$ cat config.mk
export PLATFORM = sky130hd
export DESIGN_NAME = qpc_channel
export DESIGN_NICKNAME = d
export VERILOG_FILES = /design/src/rtl/qpc_pkg.sv /design/src/rtl/qpc_sync.sv /design/src/rtl/qpc_decoder.sv /design/src/rtl/qpc_core.sv /design/src/rtl/qpc_regs.sv /design/src/rtl/qpc_channel.sv
export SDC_FILE = /design/constraint.sdc
export NUM_CORES = 1
export LEC_CHECK = 0
export BUFFER_PORTS_ARGS = -buffer_cell sky130_fd_sc_hd__clkbuf_2
export CAP_MARGIN = 20
export CORE_ASPECT_RATIO = 0.7
export CORE_UTILIZATION = 53
export DETAILED_ROUTE_END_ITERATION = 6
export GPL_TIMING_DRIVEN = 0
export PLACE_DENSITY = 0.81
export REMOVE_ABC_BUFFERS = 1
export SYNTH_ARGS = -nofsm -noshare
export SYNTH_HDL_FRONTEND = slang
export SYNTH_SLANG_ARGS = --single-unit
$ cat constraint.sdc
create_clock -name clk -period 4.85 [get_ports clk]
set_input_delay 0 -clock clk [delete_from_list [all_inputs] [get_ports clk]]
set_output_delay 0 -clock clk [all_outputs]
set_load 0.02 [all_outputs]
$ cat src/rtl/qpc_pkg.sv
package qpc_pkg;

    localparam logic [3:0] MODE_X4  = 4'd4;
    localparam logic [3:0] MODE_PD  = 4'd5;
    localparam logic [3:0] MODE_X2B = 4'd7;

    localparam int DIR_BIT = 7;
    localparam int EN_BIT  = 0;
    localparam int SEL_BIT = 1;

    typedef enum logic [2:0] {
        RA_COUNT = 3'd0,
        RA_MODE  = 3'd1,
        RA_CTRL  = 3'd2,
        RA_CEIL  = 3'd3,
        RA_STAT  = 3'd4
    } reg_addr_e;

    typedef struct packed {
        logic a;
        logic b;
    } phase_t;

    typedef struct packed {
        logic valid;
        logic up;
    } step_t;

    // Turns one sampled phase transition into a count step, according to the mode.
    function automatic step_t phase_step(logic [3:0] mode, phase_t prv, phase_t cur);
        step_t s;
        logic  da;
        logic  db;
        s.valid = 1'b0;
        s.up    = 1'b0;
        da = prv.a ^ cur.a;
        db = prv.b ^ cur.b;
        case (mode)
            MODE_X4: begin
                if (da ^ db) begin
                    s.valid = 1'b1;
                    s.up    = cur.a ^ prv.b;
                end
            end
            MODE_X2B: begin
                if (db && !da) begin
                    s.valid = 1'b1;
                    s.up    = cur.a ^ prv.b;
                end
            end
            MODE_PD: begin
                if (!prv.a && cur.a) begin
                    s.valid = 1'b1;
                    s.up    = cur.b;
                end
            end
            default: begin
                s.valid = 1'b0;
            end
        endcase
        return s;
    endfunction

endpackage

$ cat src/rtl/qpc_sync.sv
module qpc_sync #(
    parameter int WIDTH  = 2,
    parameter int STAGES = 2
) (
    input  logic             clk,
    input  logic             rst,
    input  logic [WIDTH-1:0] d_in,
    output logic [WIDTH-1:0] d_out
);
    for (genvar i = 0; i < WIDTH; i++) begin : g_bit
        logic [STAGES-1:0] chain;
        always_ff @(posedge clk) begin
            if (rst) begin
                chain <= '0;
            end else begin
                chain <= {chain[STAGES-2:0], d_in[i]};
            end
        end
        assign d_out[i] = chain[STAGES-1];
    end
endmodule

$ cat src/rtl/qpc_decoder.sv
module qpc_decoder
    import qpc_pkg::*;
(
    input  logic       clk,
    input  logic       rst,
    input  logic [3:0] mode,
    input  phase_t     ph_now,
    output step_t      step
);
    phase_t ph_prev;

    always_ff @(posedge clk) begin
        if (rst) begin
            ph_prev <= '0;
        end else begin
            ph_prev <= ph_now;
        end
    end

    always_comb begin
        step = phase_step(mode, ph_prev, ph_now);
    end
endmodule

$ cat src/rtl/qpc_core.sv
module qpc_core
    import qpc_pkg::*;
#(
    parameter int CNT_W = 16
) (
    input  logic             clk,
    input  logic             rst,
    input  logic             enable,
    input  step_t            step,
    input  logic [CNT_W-1:0] ceiling,
    input  logic             load,
    input  logic [CNT_W-1:0] load_val,
    output logic [CNT_W-1:0] count,
    output logic             dir_up
);
    localparam logic [CNT_W-1:0] ZERO = '0;
    localparam logic [CNT_W-1:0] ONE  = {{(CNT_W-1){1'b0}}, 1'b1};

    logic [CNT_W-1:0] up_next;
    logic [CNT_W-1:0] dn_next;

    always_comb begin
        up_next = (count == ceiling) ? ZERO : count + ONE;
        dn_next = (count == ZERO) ? ceiling : count - ONE;
    end

    always_ff @(posedge clk) begin
        if (rst) begin
            count  <= ZERO;
            dir_up <= 1'b0;
        end else if (load) begin
            count <= load_val;
        end else if (enable && step.valid) begin
            dir_up <= step.up;
            count  <= step.up ? up_next : dn_next;
        end
    end
endmodule

$ cat src/rtl/qpc_regs.sv
module qpc_regs
    import qpc_pkg::*;
#(
    parameter int CNT_W = 16
) (
    input  logic             clk,
    input  logic             rst,
    input  logic             we,
    input  logic [2:0]       addr,
    input  logic [CNT_W-1:0] wdata,
    input  logic [CNT_W-1:0] count,
    input  logic             dir_up,
    output logic [CNT_W-1:0] rdata,
    output logic [3:0]       mode,
    output logic             enable,
    output logic             pair_sel,
    output logic [CNT_W-1:0] ceiling,
    output logic             count_load
);
    reg_addr_e a_e;

    always_comb begin
        a_e        = reg_addr_e'(addr);
        count_load = we && (a_e == RA_COUNT);
    end

    always_ff @(posedge clk) begin
        if (rst) begin
            mode     <= MODE_X4;
            enable   <= 1'b0;
            pair_sel <= 1'b0;
            ceiling  <= '1;
        end else if (we) begin
            case (a_e)
                RA_MODE: mode <= wdata[3:0];
                RA_CTRL: begin
                    enable   <= wdata[EN_BIT];
                    pair_sel <= wdata[SEL_BIT];
                end
                RA_CEIL: ceiling <= wdata;
                default: begin
                end
            endcase
        end
    end

    always_comb begin
        rdata = '0;
        case (a_e)
            RA_COUNT: rdata = count;
            RA_MODE:  rdata[3:0] = mode;
            RA_CTRL: begin
                rdata[EN_BIT]  = enable;
                rdata[SEL_BIT] = pair_sel;
            end
            RA_CEIL:  rdata = ceiling;
            RA_STAT:  rdata[DIR_BIT] = dir_up;
            default:  rdata = '0;
        endcase
    end
endmodule

$ cat src/rtl/qpc_channel.sv
module qpc_channel
    import qpc_pkg::*;
#(
    parameter int CNT_W = 16
) (
    input  logic             clk,
    input  logic             rst,
    input  logic             ph_a,
    input  logic             ph_b,
    input  logic             ph_c,
    input  logic             ph_d,
    input  logic             reg_we,
    input  logic [2:0]       reg_addr,
    input  logic [CNT_W-1:0] reg_wdata,
    output logic [CNT_W-1:0] reg_rdata
);
    logic [3:0]       mode_q;
    logic             cnt_en;
    logic             pair_sel;
    logic [CNT_W-1:0] ceil_q;
    logic             cnt_wr;
    logic [CNT_W-1:0] cnt_q;
    logic             dir_q;
    logic [1:0]       pins_raw;
    logic [1:0]       pins_sync;
    phase_t           ph_now;
    step_t            step_s;
    logic             step_v;
    logic             step_up;

    assign pins_raw = pair_sel ? {ph_c, ph_d} : {ph_a, ph_b};

    qpc_sync #(.WIDTH(2), .STAGES(2)) sync_i (
        .clk   (clk),
        .rst   (rst),
        .d_in  (pins_raw),
        .d_out (pins_sync)
    );

    assign ph_now.a = pins_sync[1];
    assign ph_now.b = pins_sync[0];

    qpc_decoder dec_i (
        .clk    (clk),
        .rst    (rst),
        .mode   (mode_q),
        .ph_now (ph_now),
        .step   (step_s)
    );

    assign step_v  = step_s.valid;
    assign step_up = step_s.up;

    qpc_core #(.CNT_W(CNT_W)) core_i (
        .clk      (clk),
        .rst      (rst),
        .enable   (cnt_en),
        .step     (step_s),
        .ceiling  (ceil_q),
        .load     (cnt_wr),
        .load_val (reg_wdata),
        .count    (cnt_q),
        .dir_up   (dir_q)
    );

    qpc_regs #(.CNT_W(CNT_W)) regs_i (
        .clk        (clk),
        .rst        (rst),
        .we         (reg_we),
        .addr       (reg_addr),
        .wdata      (reg_wdata),
        .count      (cnt_q),
        .dir_up     (dir_q),
        .rdata      (reg_rdata),
        .mode       (mode_q),
        .enable     (cnt_en),
        .pair_sel   (pair_sel),
        .ceiling    (ceil_q),
        .count_load (cnt_wr)
    );
endmodule

Word level (Yosys, flattened, before mapping)

Index checks and enable logic that the tools add are counted.

Flip-flop bits (word level): 45
Input port bits: 26

Multiplexer cells: 16
Reductions and logical operators: 13
Equality and inequality tests: 8
Bitwise logic cells: 5
Add/subtract/negate cells: 2

Operators by type and width:

| kind                    | count |
|---|---|
| $mux W16                | 5 |
| $add A16 B1 Y16 const B | 1 |
| $eq A16 B16 Y1          | 1 |
| $logic_not A16 Y1       | 1 |
| $pmux W8 S2             | 1 |
| $sub A16 B1 Y16 const B | 1 |
| $eq A4 B3 Y1 const B    | 3 |
| $pmux W1 S3             | 3 |
| $mux W2                 | 4 |
| $pmux W2 S4             | 1 |
| $reduce_and A2 Y1       | 4 |
| $eq A3 B2 Y1 const B    | 2 |
| $pmux W2 S3             | 1 |
| $pmux W3 S2             | 1 |
| $logic_and A1 B1 Y1     | 4 |
| $xor A1 B1 Y1           | 4 |
| $eq A3 B1 Y1 const B    | 1 |
| $eq A3 B3 Y1 const B    | 1 |
| $logic_not A3 Y1        | 1 |
| $logic_not A1 Y1        | 2 |
| $reduce_bool A2 Y1      | 1 |
| $not A1 Y1              | 1 |

Depth between registers and ports, before layout

Gate-level depths: netlist of the first run.

Depth after elaboration: 8
Gate-level depth with buffers: 10
Depth with buffers taken out: 8

By module

A second synthesis of the first run with hierarchy kept.

Cell total of the unflattened synthesis: 430
Area total of the unflattened synthesis: 3507.1 sq um

Modules (own cells, without submodules):

| module      | area an instance (sq um) | cells an instance | instances |
|---|---|---|---|
| qpc_core    | 1891.8                   | 248               | 1 |
| qpc_regs    | 1316.3                   | 152               | 1 |
| qpc_decoder | 156.4                    | 18                | 1 |
| qpc_sync    | 120.1                    | 10                | 1 |
| qpc_channel | 22.5                     | 2                 | 1 |

Least setup slack after synthesis of the first run

No wires, ideal clock.

Path kind: reg2reg
Start point: reg dec_i.ph_prev[1] (netlist bit)
End point: reg core_i.count[1]
Cell stages (with the launch flop): 11
Setup time: 0.132 ns
Path slack: 2.664 ns
Period minus slack after synthesis: 2.186 ns
Required time: 4.718 ns
Arrival time: 2.054 ns
Cell sequence: dfxtp_1 -> inv_1 -> ha_1 -> ha_1 -> o21ba_2 -> a211o_1 -> buf_2 -> and2_1 -> clkbuf_1 -> a222oi_1 -> a21oi_1

Longest elaborated chain between the ends: 8
Elaborated cells on any way between the ends: 16

RTL lines:

| what                     | RTL line          | RTL |
|---|---|---|
| start: declaration       | qpc_decoder.sv:10 | `phase_t ph_prev;` |
| start signal: assignment | qpc_decoder.sv:16 | `ph_prev <= ph_now;` |
| $xor A1 B1 Y1            | qpc_pkg.sv:36     | `da = prv.a ^ cur.a;` |
| $logic_not A1 Y1         | qpc_pkg.sv:46     | `if (db && !da) begin` |
| $logic_and A1 B1 Y1      | qpc_pkg.sv:46     |  |
| $mux W2                  | qpc_pkg.sv:46     |  |
| $pmux W1 S3              | qpc_pkg.sv:38     | `case (mode)` |
| $mux W16                 | qpc_core.sv:35    | `count <= step.up ? up_next : dn_next;` |
| $mux W16                 | qpc_core.sv:33    | `end else if (enable && step.valid) begin` |
| $mux W16                 | qpc_core.sv:31    | `end else if (load) begin` |
| end signal: assignment   | qpc_core.sv:32    | `count <= load_val;` |
| end signal: assignment   | qpc_core.sv:35    |  |
| end: declaration         | qpc_core.sv:13    | `output logic [CNT_W-1:0] count,` |

Several ways; a longest one is shown, not always the timed one. The select of a mux whose other input is x is not followed.
A chain may end at the register's enable or synchronous reset.

Worst setup path after layout of the first run

Start point: reg core_i.count[6]
End point: reg core_i.count[3]

Longest elaborated chain between the ends: 5
Elaborated cells on any way between the ends: 7

RTL lines:

| what                                                | RTL line |
|---|---|
| $eq A16 B16 Y1 or $logic_not A16 Y1 (tied branches) | qpc_core.sv:23, qpc_core.sv:24 |
| $mux W16, on equally long branches                  | qpc_core.sv:23, qpc_core.sv:24 |
| $mux W16 *                                          | qpc_core.sv:35 |
| $mux W16 *                                          | qpc_core.sv:33 |
| $mux W16 *                                          | qpc_core.sv:31 |

Every way passes the cells marked *; elsewhere a longest branch is shown, timed or not. The select of a mux whose other input is x is not followed.

==> metrics, run 1 <==
antenna violations before repair=0; CTS resizes=0; most common cell after layout, fill and taps aside=dfxtp_1; core box area=0.00593 mm^2; nets=475; number of antenna diodes=0; Hold Buf Count CTS=20; setup TNS=0 ps; row cnt=23; Worst EP arrival=2970 ps; Post-synth EDFFs=0; grt total ovfl=0; Worst Path Class, Setup=flip-flop to flip-flop; register area share after synthesis=0.268; Pint=0.000647 W; Die Span X=97.2 um; maximum fanout along the worst path=14; Reg2Reg Launch Point=core_i.count[6]; Worst Tran Pin Value=982 ps; Iter 0 DRT Violations=363; Reg clk slew, reported paths=90 ps; Net Sw Frac=0.314; CTS sink cnt=45; routed vias=3385; outcome=finished clean; Worst slew margin=0.344; postcts setup bufs=0; slowest CP cell=nand4_1; Clk pwr share=0.330; Setup violations, final=0; Layout Area Growth over Synthesis=14.7%; Place WS=2160 ps; ys flop type=dfxtp_1; share of cells above drive strength 1=0.169; combinational share of power=0.244; Leak=1.49 nW; CTS tree=done; Seq pwr share=0.427; min-delay src=reg_we; first-pass GRT wire length=16300 um; critical path buffer and inverter count=0; Final WS setup=2040 ps; pin count of the biggest net entering global routing=29; post-synth cell types=60; CTS Buffer Depth=2; fraction of registers with async set/reset=0; Peak VDD IR=0.117 mV; RSZ-0062 raised after global routing=no; die height=68.6 um; Critical Path Max Stage Delay=700 ps; commonest cells after routing, fill and taps aside=dfxtp_1, clkbuf_2, nor2_1, nand2_1; # H-tree levels=2; power per cell area=245 mW/mm^2; fmax=0.356 GHz; crit-path leading delay family=simple AND/OR/NAND/NOR gates; Fin. Hold Viols=0; worst path cell trace=nor4_1 -> nand4_1 -> mux2i_1 -> a222oi_1 -> a21oi_1; period utilization=0.578; Root Buffer=clkbuf_8; vias in the first global route=3173; GRT Overall Usage=0.318; hpwl dp=6730 um; Fill cells=517; element type at the critical path end=flip-flop; Post-Syn Area=0.00336 mm^2; Worst Setup Start Kind=flip-flop; total net switching power=0.000296 W; Synth warnings=0; Routed WL=10100 um; Yosys top cell by area=dfxtp_1; CP required=5010 ps; GPL Wtd Cong=0.924; CTS Buf Count=5; Post-DRT Antenna Nets=0; Die ar.=0.00667 mm^2; #FFs+latches synth=45; Max-Cap Viols=0; initial core utilization=0.567; crit path from=core_i.count[6]; Wirelength per Cell=19.5 um; Slew Viols, Final=0; Post-Syn Instances=411; io pins=42; Syn Area/Cell=8.17 um^2; iteration count of the initial detailed-routing pass=7; Avg Vias per Cell=6.51; drc violations=0; HP Class=input pin to flip-flop; Port-buffer cells=41; share of the synthesized area in the top cell type=0.268; Worst-Skew Late Latency=300 ps; skew final=6.14 ps; synth top area cells=dfxtp_1, xor2_1, mux2i_1, xnor2_1, a22oi_1; min cycle time layout=2810 ps
worst paths after layout:
path	end	slack (ps)	cells after the start
max	core_i.count[3]	2040	5
min	regs_i.mode[2]	250	5
max reg2reg	core_i.count[3]	2040	5
min reg2reg	sync_i.g_bit[1].chain[1]	450	1
registers in the layout, summed over array words and instances (netlist names):
register and flops:
sync_i.g_bit.chain 4, regs_i.ceiling 16, regs_i.enable 1, regs_i.mode 4, core_i.dir_up 1, dec_i.ph_prev 2
regs_i.pair_sel 1, core_i.count 16
Yosys cell counts, types with 2 or more instances:
master / n
a21o_1: 8
a21oi_1: 8
a222oi_1: 3
a22oi_1: 17
a31oi_1: 4
and2_1: 5
and3_1: 8
and4_1: 2
buf_2: 18
clkbuf_1: 18
dfxtp_1: 45
ha_1: 5
inv_1: 18
mux2_2: 4
mux2i_1: 16
mux4_2: 2
nand2_1: 33
nand3_1: 25
nand4_1: 14
nor2_1: 33
nor2b_1: 6
nor3_1: 7
nor3b_1: 3
nor4_1: 8
o2111ai_1: 3
o211ai_1: 16
o21ai_0: 3
o21ai_1: 2
o221ai_1: 6
or4_4: 2
xnor2_1: 16
xor2_1: 25
worst reg2reg max path: stages, from the launching register on:
cell and delay [ps]:
dfxtp_1 480, nor4_1 660, nand4_1 700, mux2i_1 280, a222oi_1 420, a21oi_1 130
metrics by stage:
stage                     area [um^2]  total power [W]  std cells   util  hold slack, ps
after floorplan                  3180         0.000550        373      -            69.1
after global placement           3480         0.000612        489  0.587             233
after detailed placement         3490         0.000619        490  0.589             239
after CTS                        3810         0.000936        518  0.643             213
after global routing             3850         0.000986        520  0.650             255
final                            3850         0.000942        520  0.650             249
cell type report:
type | count | area [um^2] | share of cell area
Multi-Input combinational cell | 310 | 2210 | 0.575
Sequential cell | 45 | 901 | 0.234
Timing Repair Buffer | 64 | 455 | 0.118
Clock buffer | 6 | 82.6 | 0.0214
Tap cell | 75 | 93.8 | 0.0244
Inverter | 18 | 67.6 | 0.0175
Clock inverter | 2 | 37.5 | 0.00974
metal layers:
layer	GRT usage	part of all wire
met3	0.0665	0.10
met5	0	0
met2	0.501	0.43
met1	0.433	0.45
met4	0.123	0.015
kinds of logic (layout without fill, tap and decap cells):
kind of cell / Yosys count / after routing / share of synthesized area
AO/OA/AOI/OAI: 82 / 82 / 0.196
XOR/XNOR: 41 / 41 / 0.107
adder cells (fa/ha/maj): 5 / 5 / 0.0186
buffers and inverters: 56 / 90 / 0.0726
flip-flops: 45 / 45 / 0.268
multiplexers: 22 / 22 / 0.0745
AND/OR/NAND/NOR: 160 / 160 / 0.263
power groups by stage:
stage                     logic (W)  clock network, W  registers [W]
final                      0.000230          0.000311       0.000402
after global placement     0.000203                 0       0.000409
after detailed placement   0.000209                 0       0.000410
after CTS                  0.000223          0.000313       0.000401
after global routing       0.000249          0.000332       0.000405
after floorplan            0.000146                 0       0.000404
(Power assumes the default switching activity.)
==> run 2: changes to the inputs <==
--- a/config.mk
+++ b/config.mk
@@ -11,7 +11,7 @@
 export CORE_UTILIZATION = 53
 export DETAILED_ROUTE_END_ITERATION = 6
 export GPL_TIMING_DRIVEN = 0
-export PLACE_DENSITY = 0.81
+export PLACE_DENSITY = 0.84
 export REMOVE_ABC_BUFFERS = 1
 export SYNTH_ARGS = -nofsm -noshare
 export SYNTH_HDL_FRONTEND = slang
==> constraint.sdc (replaced) <==
create_clock -name clk -period 2.5 [get_ports clk]
set_input_delay 0 -clock clk [delete_from_list [all_inputs] [get_ports clk]]
set_output_delay 0 -clock clk [all_outputs]
set_load 0.02 [all_outputs]
==> run 2 against run 1 <==
Effect of this change:
- register-to-register slack worse by 2000 ps
- clock skew increased by 6.5 ps
- critical endpoint unchanged
- critical path depth increased by 3
- sequential power is 94% higher
- combinational power grew 100%
- critical path type unchanged
- non-clock buffer count grew 4
==> metrics, run 2 (synthesis results as in run 1) <==
skew final=12.6 ps (+6.48 ps); element type at the critical path end=flip-flop; Wirelength per Cell=19.2 um (-1.4%); iteration count of the initial detailed-routing pass=5 (-2); CP required=2670 ps (-2340 ps); Setup violations, final=0 (unchanged); Worst-Skew Late Latency=310 ps (about the same); Layout Area Growth over Synthesis=15.8%; CTS Buffer Depth=2 (unchanged); maximum fanout along the worst path=10 (-4); Port-buffer cells=41 (unchanged); total power=0.00185 W (+96%); GRT Overall Usage=0.320 (+0.00235); nets=479 (+0.84%); Reg clk slew, reported paths=90 ps (about the same); Iter 0 DRT Violations=328 (-9.6%); Worst Setup Start Kind=flip-flop; initial core utilization=0.567 (unchanged); share of cells above drive strength 1=0.180 (+0.0119); GPL Wtd Cong=0.919 (-0.58%); routed vias=3403 (+0.53%); Die ar.=0.00667 mm^2 (unchanged); Leak=1.52 nW (+1.5%); core box area=0.00593 mm^2 (unchanged); Worst Path Class, Setup=flip-flop to flip-flop; io pins=42 (unchanged); Peak VDD IR=0.412 mV (+250%); CTS Buf Count=5 (unchanged); CTS tree=done; first-pass GRT wire length=16400 um (+0.46%); Post-DRT Antenna Nets=0 (unchanged); Routed WL=10000 um (-0.68%); Max-Cap Viols=0 (unchanged); Worst EP arrival=2600 ps (-370 ps); Worst slew margin=0.362 (+0.0179); die height=68.6 um (unchanged); row cnt=23 (unchanged); Fill cells=494 (-4.4%); min cycle time layout=2430 ps (-374 ps); power per cell area=475 mW/mm^2 (+94%); Slew Viols, Final=0 (unchanged); Root Buffer=clkbuf_8; Post-DP Area=0.00349 mm^2 (unchanged); multi-input logic area=0.00222 mm^2 (+0.40%); commonest cells after routing, fill and taps aside=dfxtp_1, clkbuf_2, nor2_1, nand2_1; fmax=0.411 GHz (+15%); antenna violations before repair=0 (unchanged); register area=901 um^2 (unchanged); outcome=finished clean; vias in the first global route=3144 (-0.91%); pin count of the biggest net entering global routing=29 (unchanged); Avg Vias per Cell=6.49 (-0.24%); grt total ovfl=0 (unchanged); Fin. Hold Viols=0 (unchanged); hpwl dp=6770 um (+0.63%); most common cell after layout, fill and taps aside=dfxtp_1; HP Class=input pin to flip-flop; number of antenna diodes=0 (unchanged); period utilization=0.973 (+0.394); # H-tree levels=2 (unchanged); design area=0.00389 mm^2 (+1.0%); CTS sink cnt=45 (unchanged); drc violations=0 (unchanged); RSZ-0062 raised after global routing=yes; Die Span X=97.2 um (unchanged); Worst Tran Pin Value=956 ps (-26.8 ps); Regs by FF count=core_i.count: 16 flops, regs_i.ceiling: 16 flops
## run 2: power breakdown
group	internal [W]	total [W]	leakage (nW)	switching, W
clock	0.000326	0.000607	0.0574	0.000281
sequential	0.000739	0.000780	0.366	0.0000413
combinational	0.000201	0.000460	1.09	0.000259
total	0.00127	0.00185	1.52	0.000581
## run 2: layout make-up
type                       instances  share of cell area
tap                               75              0.0241
timing repair buffer              68               0.125
clock inverter                     2             0.00965
multi-input combinational        310               0.571
clock buffer                       6              0.0212
inverter                          18              0.0174
sequential                        45               0.232
## run 2: path summary, 6_finish.rpt
path                             from                       end  slack [ps]  depth (start not counted)
max reg2reg          dec_i.ph_prev[1]           core_i.count[3]          70                          8
max                  dec_i.ph_prev[1]           core_i.count[3]          70                          8
min reg2reg  sync_i.g_bit[1].chain[0]  sync_i.g_bit[1].chain[1]         450                          1
min                            reg_we            regs_i.mode[2]         240                          5
## run 2: through the flow
stage                util  setup WS (ps)  TNS, ps  cells  hold slack (ps)
finish              0.656           68.5        0    524              241
global route        0.656          -1.23    -1.23    524              304
CTS                 0.646           1.26        0    520              230
detailed placement  0.589           -187     -546    490              246
global placement    0.587           -273    -1770    489              236
floorplan               -            337        0    373             69.1
## run 2: layer usage
layer | GRT usage | routed length, um | vias to the layer above
li1 | - | - | 1565
met1 | 0.431 | 4650 | 1615
met2 | 0.505 | 4190 | 196
met3 | 0.0766 | 1020 | 27
met4 | 0.118 | 180 | 0
met5 | 0 | 0 | -
## run 2: worst max-delay path, stage by stage (launching register included)
cell      delay [ps]
dfxtp_1          320
inv_1             40
ha_1             280
ha_1             290
o21ba_2          230
a211o_1          420
and2_2           350
a222oi_1         260
a21oi_1          110
## run 2: repair_timing
action / 4_1_cts / 5_1_grt
hold endpoints to repair: 22 / 0
setup buffers: 2 / 2
setup endpoints to repair: 4 / 13
resized for setup: 1 / 2
pin swaps: 1 / 3
hold buffers: 20 / 0
